[src/rtl/cmov_pkg.sv]
package cmov_pkg;
  localparam int COND_W = 4;
  localparam int SEL_W  = 3;

  typedef struct packed {
    logic n;
    logic z;
    logic v;
    logic c;
  } flags_t;

  typedef enum logic [COND_W-1:0] {
    C_NEVER = 4'd0,  C_EQ  = 4'd1,  C_LE  = 4'd2,  C_LT  = 4'd3,
    C_LEU   = 4'd4,  C_LTU = 4'd5,  C_NEG = 4'd6,  C_VS  = 4'd7,
    C_ALWAYS= 4'd8,  C_NE  = 4'd9,  C_GT  = 4'd10, C_GE  = 4'd11,
    C_GTU   = 4'd12, C_GEU = 4'd13, C_POS = 4'd14, C_VC  = 4'd15
  } cond_e;

  localparam logic [SEL_W-1:0] SEL_WORD  = 3'b100;
  localparam logic [SEL_W-1:0] SEL_XWORD = 3'b110;
endpackage

[src/rtl/cmov_cond_eval.sv]
module cmov_cond_eval
  import cmov_pkg::*;
(
  input  flags_t              flags,
  input  logic [COND_W-1:0]   cond,
  output logic                take
);
  logic base;

  // Lower three bits pick a base test; the top bit complements it.
  always_comb begin
    unique case (cond[COND_W-2:0])
      3'd0: base = 1'b0;
      3'd1: base = flags.z;
      3'd2: base = flags.z | (flags.n ^ flags.v);
      3'd3: base = flags.n ^ flags.v;
      3'd4: base = flags.c | flags.z;
      3'd5: base = flags.c;
      3'd6: base = flags.n;
      default: base = flags.v;
    endcase
    take = base ^ cond[COND_W-1];
  end
endmodule

[src/rtl/cmov_decode.sv]
module cmov_decode
  import cmov_pkg::*;
#(
  parameter int DATA_W = 64,
  parameter int IMM_W  = 11,
  parameter int RSVD_W = 6
) (
  input  logic [SEL_W-1:0]  cc_sel,
  input  logic              imm_sel,
  input  logic [RSVD_W-1:0] rsvd,
  input  logic [IMM_W-1:0]  simm,
  input  logic [DATA_W-1:0] rs2_val,
  output logic              use_x,
  output logic              illegal,
  output logic [DATA_W-1:0] src
);
  localparam int EXT_W = DATA_W - IMM_W;

  logic sel_ok;
  logic rsvd_bad;

  always_comb begin
    sel_ok   = (cc_sel == SEL_WORD) || (cc_sel == SEL_XWORD);
    use_x    = (cc_sel == SEL_XWORD);
    rsvd_bad = !imm_sel && (rsvd != '0);
    illegal  = !sel_ok || rsvd_bad;
    src      = imm_sel ? {{EXT_W{simm[IMM_W-1]}}, simm} : rs2_val;
  end
endmodule

[src/rtl/cmov_out_reg.sv]
module cmov_out_reg #(
  parameter int PAY_W = 66
) (
  input  logic             clk,
  input  logic             rst,
  input  logic             in_valid,
  output logic             in_ready,
  input  logic [PAY_W-1:0] in_pay,
  output logic             out_valid,
  input  logic             out_ready,
  output logic [PAY_W-1:0] out_pay
);
  assign in_ready = !out_valid || out_ready;

  always_ff @(posedge clk) begin
    if (rst) begin
      out_valid <= 1'b0;
      out_pay   <= '0;
    end else if (in_ready) begin
      out_valid <= in_valid;
      if (in_valid) out_pay <= in_pay;
    end
  end

  // a stalled result holds still
  p_hold_r8: assert property (@(posedge clk) disable iff (rst)
    (out_valid && !out_ready) |=> (out_valid && $stable(out_pay)));
endmodule

[src/rtl/cmov_unit.sv]
module cmov_unit
  import cmov_pkg::*;
#(
  parameter int DATA_W = 64,
  parameter int IMM_W  = 11,
  parameter int RSVD_W = 6
) (
  input  logic              clk,
  input  logic              rst,
  input  logic              in_valid,
  output logic              in_ready,
  input  logic [3:0]        cond,
  input  logic [2:0]        cc_sel,
  input  logic              imm_sel,
  input  logic [RSVD_W-1:0] rsvd,
  input  logic [IMM_W-1:0]  simm11,
  input  logic [3:0]        flags_w,
  input  logic [3:0]        flags_x,
  input  logic [DATA_W-1:0] rs2_val,
  input  logic [DATA_W-1:0] rd_val,
  output logic              out_valid,
  input  logic              out_ready,
  output logic              rd_we,
  output logic [DATA_W-1:0] rd_data,
  output logic              illegal
);
  localparam int PAY_W = DATA_W + 2;

  logic              use_x;
  logic              dec_ill;
  logic [DATA_W-1:0] src;
  flags_t            flags_sel;
  logic              take;
  logic              we_c;
  logic [DATA_W-1:0] data_c;
  logic [PAY_W-1:0]  pay_c;
  logic [PAY_W-1:0]  pay_q;
  logic              fire;

  cmov_decode #(.DATA_W(DATA_W), .IMM_W(IMM_W), .RSVD_W(RSVD_W)) u_dec (
    .cc_sel (cc_sel),
    .imm_sel(imm_sel),
    .rsvd   (rsvd),
    .simm   (simm11),
    .rs2_val(rs2_val),
    .use_x  (use_x),
    .illegal(dec_ill),
    .src    (src)
  );

  assign flags_sel = use_x ? flags_t'(flags_x) : flags_t'(flags_w);

  cmov_cond_eval u_cond (
    .flags(flags_sel),
    .cond (cond),
    .take (take)
  );

  always_comb begin
    we_c   = take && !dec_ill;
    data_c = we_c ? src : rd_val;
    pay_c  = {dec_ill, we_c, data_c};
  end

  cmov_out_reg #(.PAY_W(PAY_W)) u_out (
    .clk      (clk),
    .rst      (rst),
    .in_valid (in_valid),
    .in_ready (in_ready),
    .in_pay   (pay_c),
    .out_valid(out_valid),
    .out_ready(out_ready),
    .out_pay  (pay_q)
  );

  assign illegal = pay_q[PAY_W-1];
  assign rd_we   = pay_q[PAY_W-2];
  assign rd_data = pay_q[DATA_W-1:0];

  assign fire = in_valid && in_ready;

  // never does not write
  p_never_nowe_r7: assert property (@(posedge clk) disable iff (rst)
    (fire && cond == C_NEVER) |=> !rd_we);

  // always writes on a legal encoding
  p_always_we_r7: assert property (@(posedge clk) disable iff (rst)
    (fire && cond == C_ALWAYS && (cc_sel == SEL_WORD || cc_sel == SEL_XWORD)
     && (imm_sel || rsvd == '0)) |=> rd_we);

  // unknown selector is illegal and writes nothing
  p_badsel_r2: assert property (@(posedge clk) disable iff (rst)
    (fire && cc_sel != SEL_WORD && cc_sel != SEL_XWORD) |=> (illegal && !rd_we));

  // an illegal encoding passes rd through
  p_ill_keep_r5: assert property (@(posedge clk) disable iff (rst)
    (fire && dec_ill) |=> (rd_data == $past(rd_val)));
endmodule

[config.mk]
export PLATFORM = sky130hd
export DESIGN_NAME = cmov_unit
export DESIGN_NICKNAME = d
export VERILOG_FILES = /design/src/rtl/cmov_pkg.sv /design/src/rtl/cmov_cond_eval.sv /design/src/rtl/cmov_decode.sv /design/src/rtl/cmov_out_reg.sv /design/src/rtl/cmov_unit.sv
export SDC_FILE = /design/constraint.sdc
export NUM_CORES = 1
export LEC_CHECK = 0
export ABC_AREA = 1
export BUFFER_PORTS_ARGS = -buffer_cell sky130_fd_sc_hd__buf_4
export CELL_PAD_IN_SITES_DETAIL_PLACEMENT = 0
export CELL_PAD_IN_SITES_GLOBAL_PLACEMENT = 1
export CORE_AREA = 2 2 123 125
export CTS_CLUSTER_DIAMETER = 40
export DETAILED_ROUTE_END_ITERATION = 8
export DIE_AREA = 0 0 125 127
export PLACE_DENSITY = 0.87
export SLEW_MARGIN = 20
export SYNTH_ARGS = -nofsm -noshare
export SYNTH_HDL_FRONTEND = slang
export SYNTH_SLANG_ARGS = --single-unit
[constraint.sdc]
create_clock -name clk -period 2.03 [get_ports clk]
set_input_delay 0.1015 -clock clk [delete_from_list [all_inputs] [get_ports clk]]
set_output_delay 0.1015 -clock clk [all_outputs]
set_load 0.005 [all_outputs]
==> results.sh <==
export IMPL_coreArea_mm2=0.0144
export IMPL_grt_use_total_pct=18.1
export IMPL_clock_path_buffers=2
export IMPL_reg2reg_depth=6
export IMPL_endpoint_kind="flop"
export IMPL_drive_gt1_share_pct=32.1
export IMPL_drt_vias_per_instance=4.71
export IMPL_synth_seq_cells=67
export IMPL_min_period_ns=1.44
export IMPL_dpl_hpwl_mm=10.4
export IMPL_peakVddDrop_v=0.000406
export IMPL_finalHoldViolations=0
export IMPL_crit_arrival_ns=1.63
export IMPL_clkLatencyLatePin_ns=0.32
export IMPL_syn_inst=641
export IMPL_h_tree_depth=3
export IMPL_final_net_count=1011
export IMPL_io_buffers=232
export IMPL_min_path_type="primary input to flop"
export IMPL_maxCapViolations=0
export IMPL_ctsHoldBuffers=0
export IMPL_first_pass_iters=5
export IMPL_wl_mm=14.8
export IMPL_hold_end="u_out.out_pay[35]$_SDFFE_PP0P_"
export IMPL_utilization_pct=42.9
export IMPL_diodes=0
export IMPL_power_frac_comb_pct=24.3
export IMPL_intPower_mw=2.88
export IMPL_num_vias=4870
export IMPL_antenna_found_initial=0
export IMPL_dpl_worst_slack_ns=0.241
export IMPL_hold_depth=5
export IMPL_synth_area_leaders="dfxtp_1, nand3_1, a21oi_1"
export IMPL_power_mw=3.99
export IMPL_synth_most_common_cell="nand2_1"
export IMPL_yosysTopAreaCell="dfxtp_1"
export IMPL_dieHeight_um=127
export IMPL_drc=0
export IMPL_syn_area_per_cell_um2=6.21
export IMPL_grt_max_degree=44
export IMPL_synth_simple_gate_area_share_pct=33.5
export IMPL_syn_to_final_growth_pct=55.4
export IMPL_critPathMaxFanout=21
export IMPL_numClockSinks=67
export IMPL_cts_tree="built"
export IMPL_post_cts_repair_setup_buffers=0
export IMPL_clk_pin_slew_ns=0.06
export IMPL_synth_fa_ha_area_share_pct=0
export IMPL_die_area_mm2=0.0159
export IMPL_hp_start="rd_val[35]"
export IMPL_antenna_left=0
export IMPL_ys_seq_area_share_pct=33.7
export IMPL_finClkSkew_ns=0.00579
export IMPL_synthTopCellsByCount="nand2_1, nand3_1, a21oi_1, inv_1, dfxtp_1"
export IMPL_yosysWarnings=0
export IMPL_slew_headroom_pct=67.7
export IMPL_num_io_pins=233
export IMPL_gr_total_overflow=0
export IMPL_syn_nets=806
export IMPL_rsz0062_at_grt="false"
export IMPL_p_switching_mw=1.12
export IMPL_seq_power_share_pct=36.4
export IMPL_setup_violations=0
export IMPL_ys_flop_type="dfxtp_1"
export IMPL_crit_type="primary input to flop"
export IMPL_numCtsBuffers=9
export IMPL_wl_per_cell_um=14.3
export IMPL_synth_edff_count=0
export IMPL_synth_compound_area_share_pct=15.7
export IMPL_grt_pass1_wl_mm=23.5
export IMPL_setup_tns_final_ns=0
export IMPL_rows=44
export IMPL_clock_power_share_pct=39.3
export IMPL_cts_resized_gates=0
export IMPL_ys_async_sr_fraction_pct=0
export IMPL_rr_endpoint="u_out.out_pay[16]$_SDFFE_PP0P_"
export IMPL_rr_startpoint="u_out.out_valid$_SDFFE_PP0N_"
export IMPL_cts_root_buf="clkbuf_16"
export IMPL_grt_pass1_vias=4660
export IMPL_power_leakage_nw=3.18
export IMPL_synth_mux_area_share_pct=2.52
export IMPL_timing_fmax_ghz=0.695
export IMPL_status="complete, no violations"
export IMPL_report_final_slew_viol_count=0
export IMPL_finalWorstSetupSlack_ns=0.592
export IMPL_synth_area_mm2=0.00398
export IMPL_synth_top_area_share_pct=33.7
export IMPL_hold_slack_ns=0.113
export IMPL_start_util_pct=27.6
export IMPL_die_w_um=125
export IMPL_rrSetupSlack_ns=0.60
export IMPL_synth_cell_types=19
export IMPL_swShare_pct=28.0
export IMPL_synth_xor_area_share_pct=0
export IMPL_synth_top_family_by_area="simple AND/OR/NAND/NOR gates"
export IMPL_drt_iter0_markers=316
export IMPL_startpoint="cc_sel[0]"
export IMPL_cp_required_ns=2.22
export IMPL_post_route_period_util_pct=70.9
export IMPL_routabilityCongestion=0.750
export IMPL_start_kind="primary input"
export IMPL_tightest_slew_ns=0.485
export IMPL_p_per_area_mw_per_mm2=646
cell type report:
| cell class | count | area, µm² |
|---|---|---|
| Fill cell | 1575 | 8240 |
| Multi-Input combinational cell | 437 | 2070 |
| Timing Repair Buffer | 247 | 1930 |
| Sequential cell | 67 | 1340 |
| Inverter | 84 | 315 |
| Clock buffer | 11 | 243 |
| Tap cell | 184 | 230 |
| Clock inverter | 5 | 52.6 |
kinds of logic after synthesis:
logic type	after synthesis
AO/OA/AOI/OAI	124
buffers and inverters	137
flip-flops	67
multiplexers	10
AND/OR/NAND/NOR	303
how the worst max path moves through the flow:
stage                                          end  cells after the start
floorplan           u_out.out_pay[51]$_SDFFE_PP0P_                      8
global placement    u_out.out_pay[60]$_SDFFE_PP0P_                     16
detailed placement  u_out.out_pay[53]$_SDFFE_PP0P_                     16
CTS                 u_out.out_pay[16]$_SDFFE_PP0P_                      6
global route         u_out.out_pay[4]$_SDFFE_PP0P_                      6
finish              u_out.out_pay[53]$_SDFFE_PP0P_                     16
worst max-delay path: stages:
cell and delay [ns]:
buf_4 0.13, inv_2 0.06, nand3_2 0.10, nand2_1 0.10, nand3_1 0.07, nand2_1 0.06, inv_1 0.03, a21oi_1 0.11
nand2_1 0.08, nand2_1 0.06, nand2_1 0.05, nand2_2 0.11, buf_4 0.28, nand3_1 0.11, nand3_1 0.11, a21oi_1 0.07
flip-flops by register name, summed over array words and instances (netlist names):
register and cells:
u_out.out_pay 66, u_out.out_valid 1
metal layers:
metal | global-route usage, % | share of wire (%) | vias up
li1 | - | - | 2495
met1 | 23.6 | 44 | 2159
met5 | 0 | 0 | -
met4 | 5.69 | 1.8 | 0
met3 | 4.52 | 7.4 | 17
met2 | 29.7 | 47 | 199
power groups by stage:
| stage | Clock (mW) | Sequential [mW] | Combinational (mW) |
|---|---|---|---|
| finish | 1.57 | 1.45 | 0.972 |
| global route | 1.67 | 1.46 | 1.07 |
| CTS | 1.63 | 1.45 | 0.980 |
| detailed placement | 0 | 1.48 | 0.979 |
| global placement | 0 | 1.48 | 0.970 |
| floorplan | 0 | 1.48 | 0.447 |
per-stage QoR:
stage          area, µm²  cells
3_3_place_gp        5890   1019
4_1_cts             6180   1035
3_5_place_dp        5890   1019
5_1_grt             6180   1035
2_1_floorplan       3980    641
6_report            6180   1035
cell usage in the layout, fill, tap and decap left out:
master / count
a21oi_1: 121
a21oi_4: 1
buf_12: 6
buf_4: 241
bufinv_16: 1
clkbuf_1: 1
clkbuf_16: 9
clkbuf_8: 1
clkinv_2: 3
clkinvlp_4: 1
dfxtp_1: 67
inv_1: 80
inv_2: 4
mux2i_1: 10
nand2_1: 155
nand2_2: 4
nand3_1: 135
nand3_2: 1
nand4_1: 1
nor2_1: 5
nor2_4: 1
nor4_1: 1
o211ai_1: 1
o21ai_0: 1
Power figures use the tool's default switching activity.
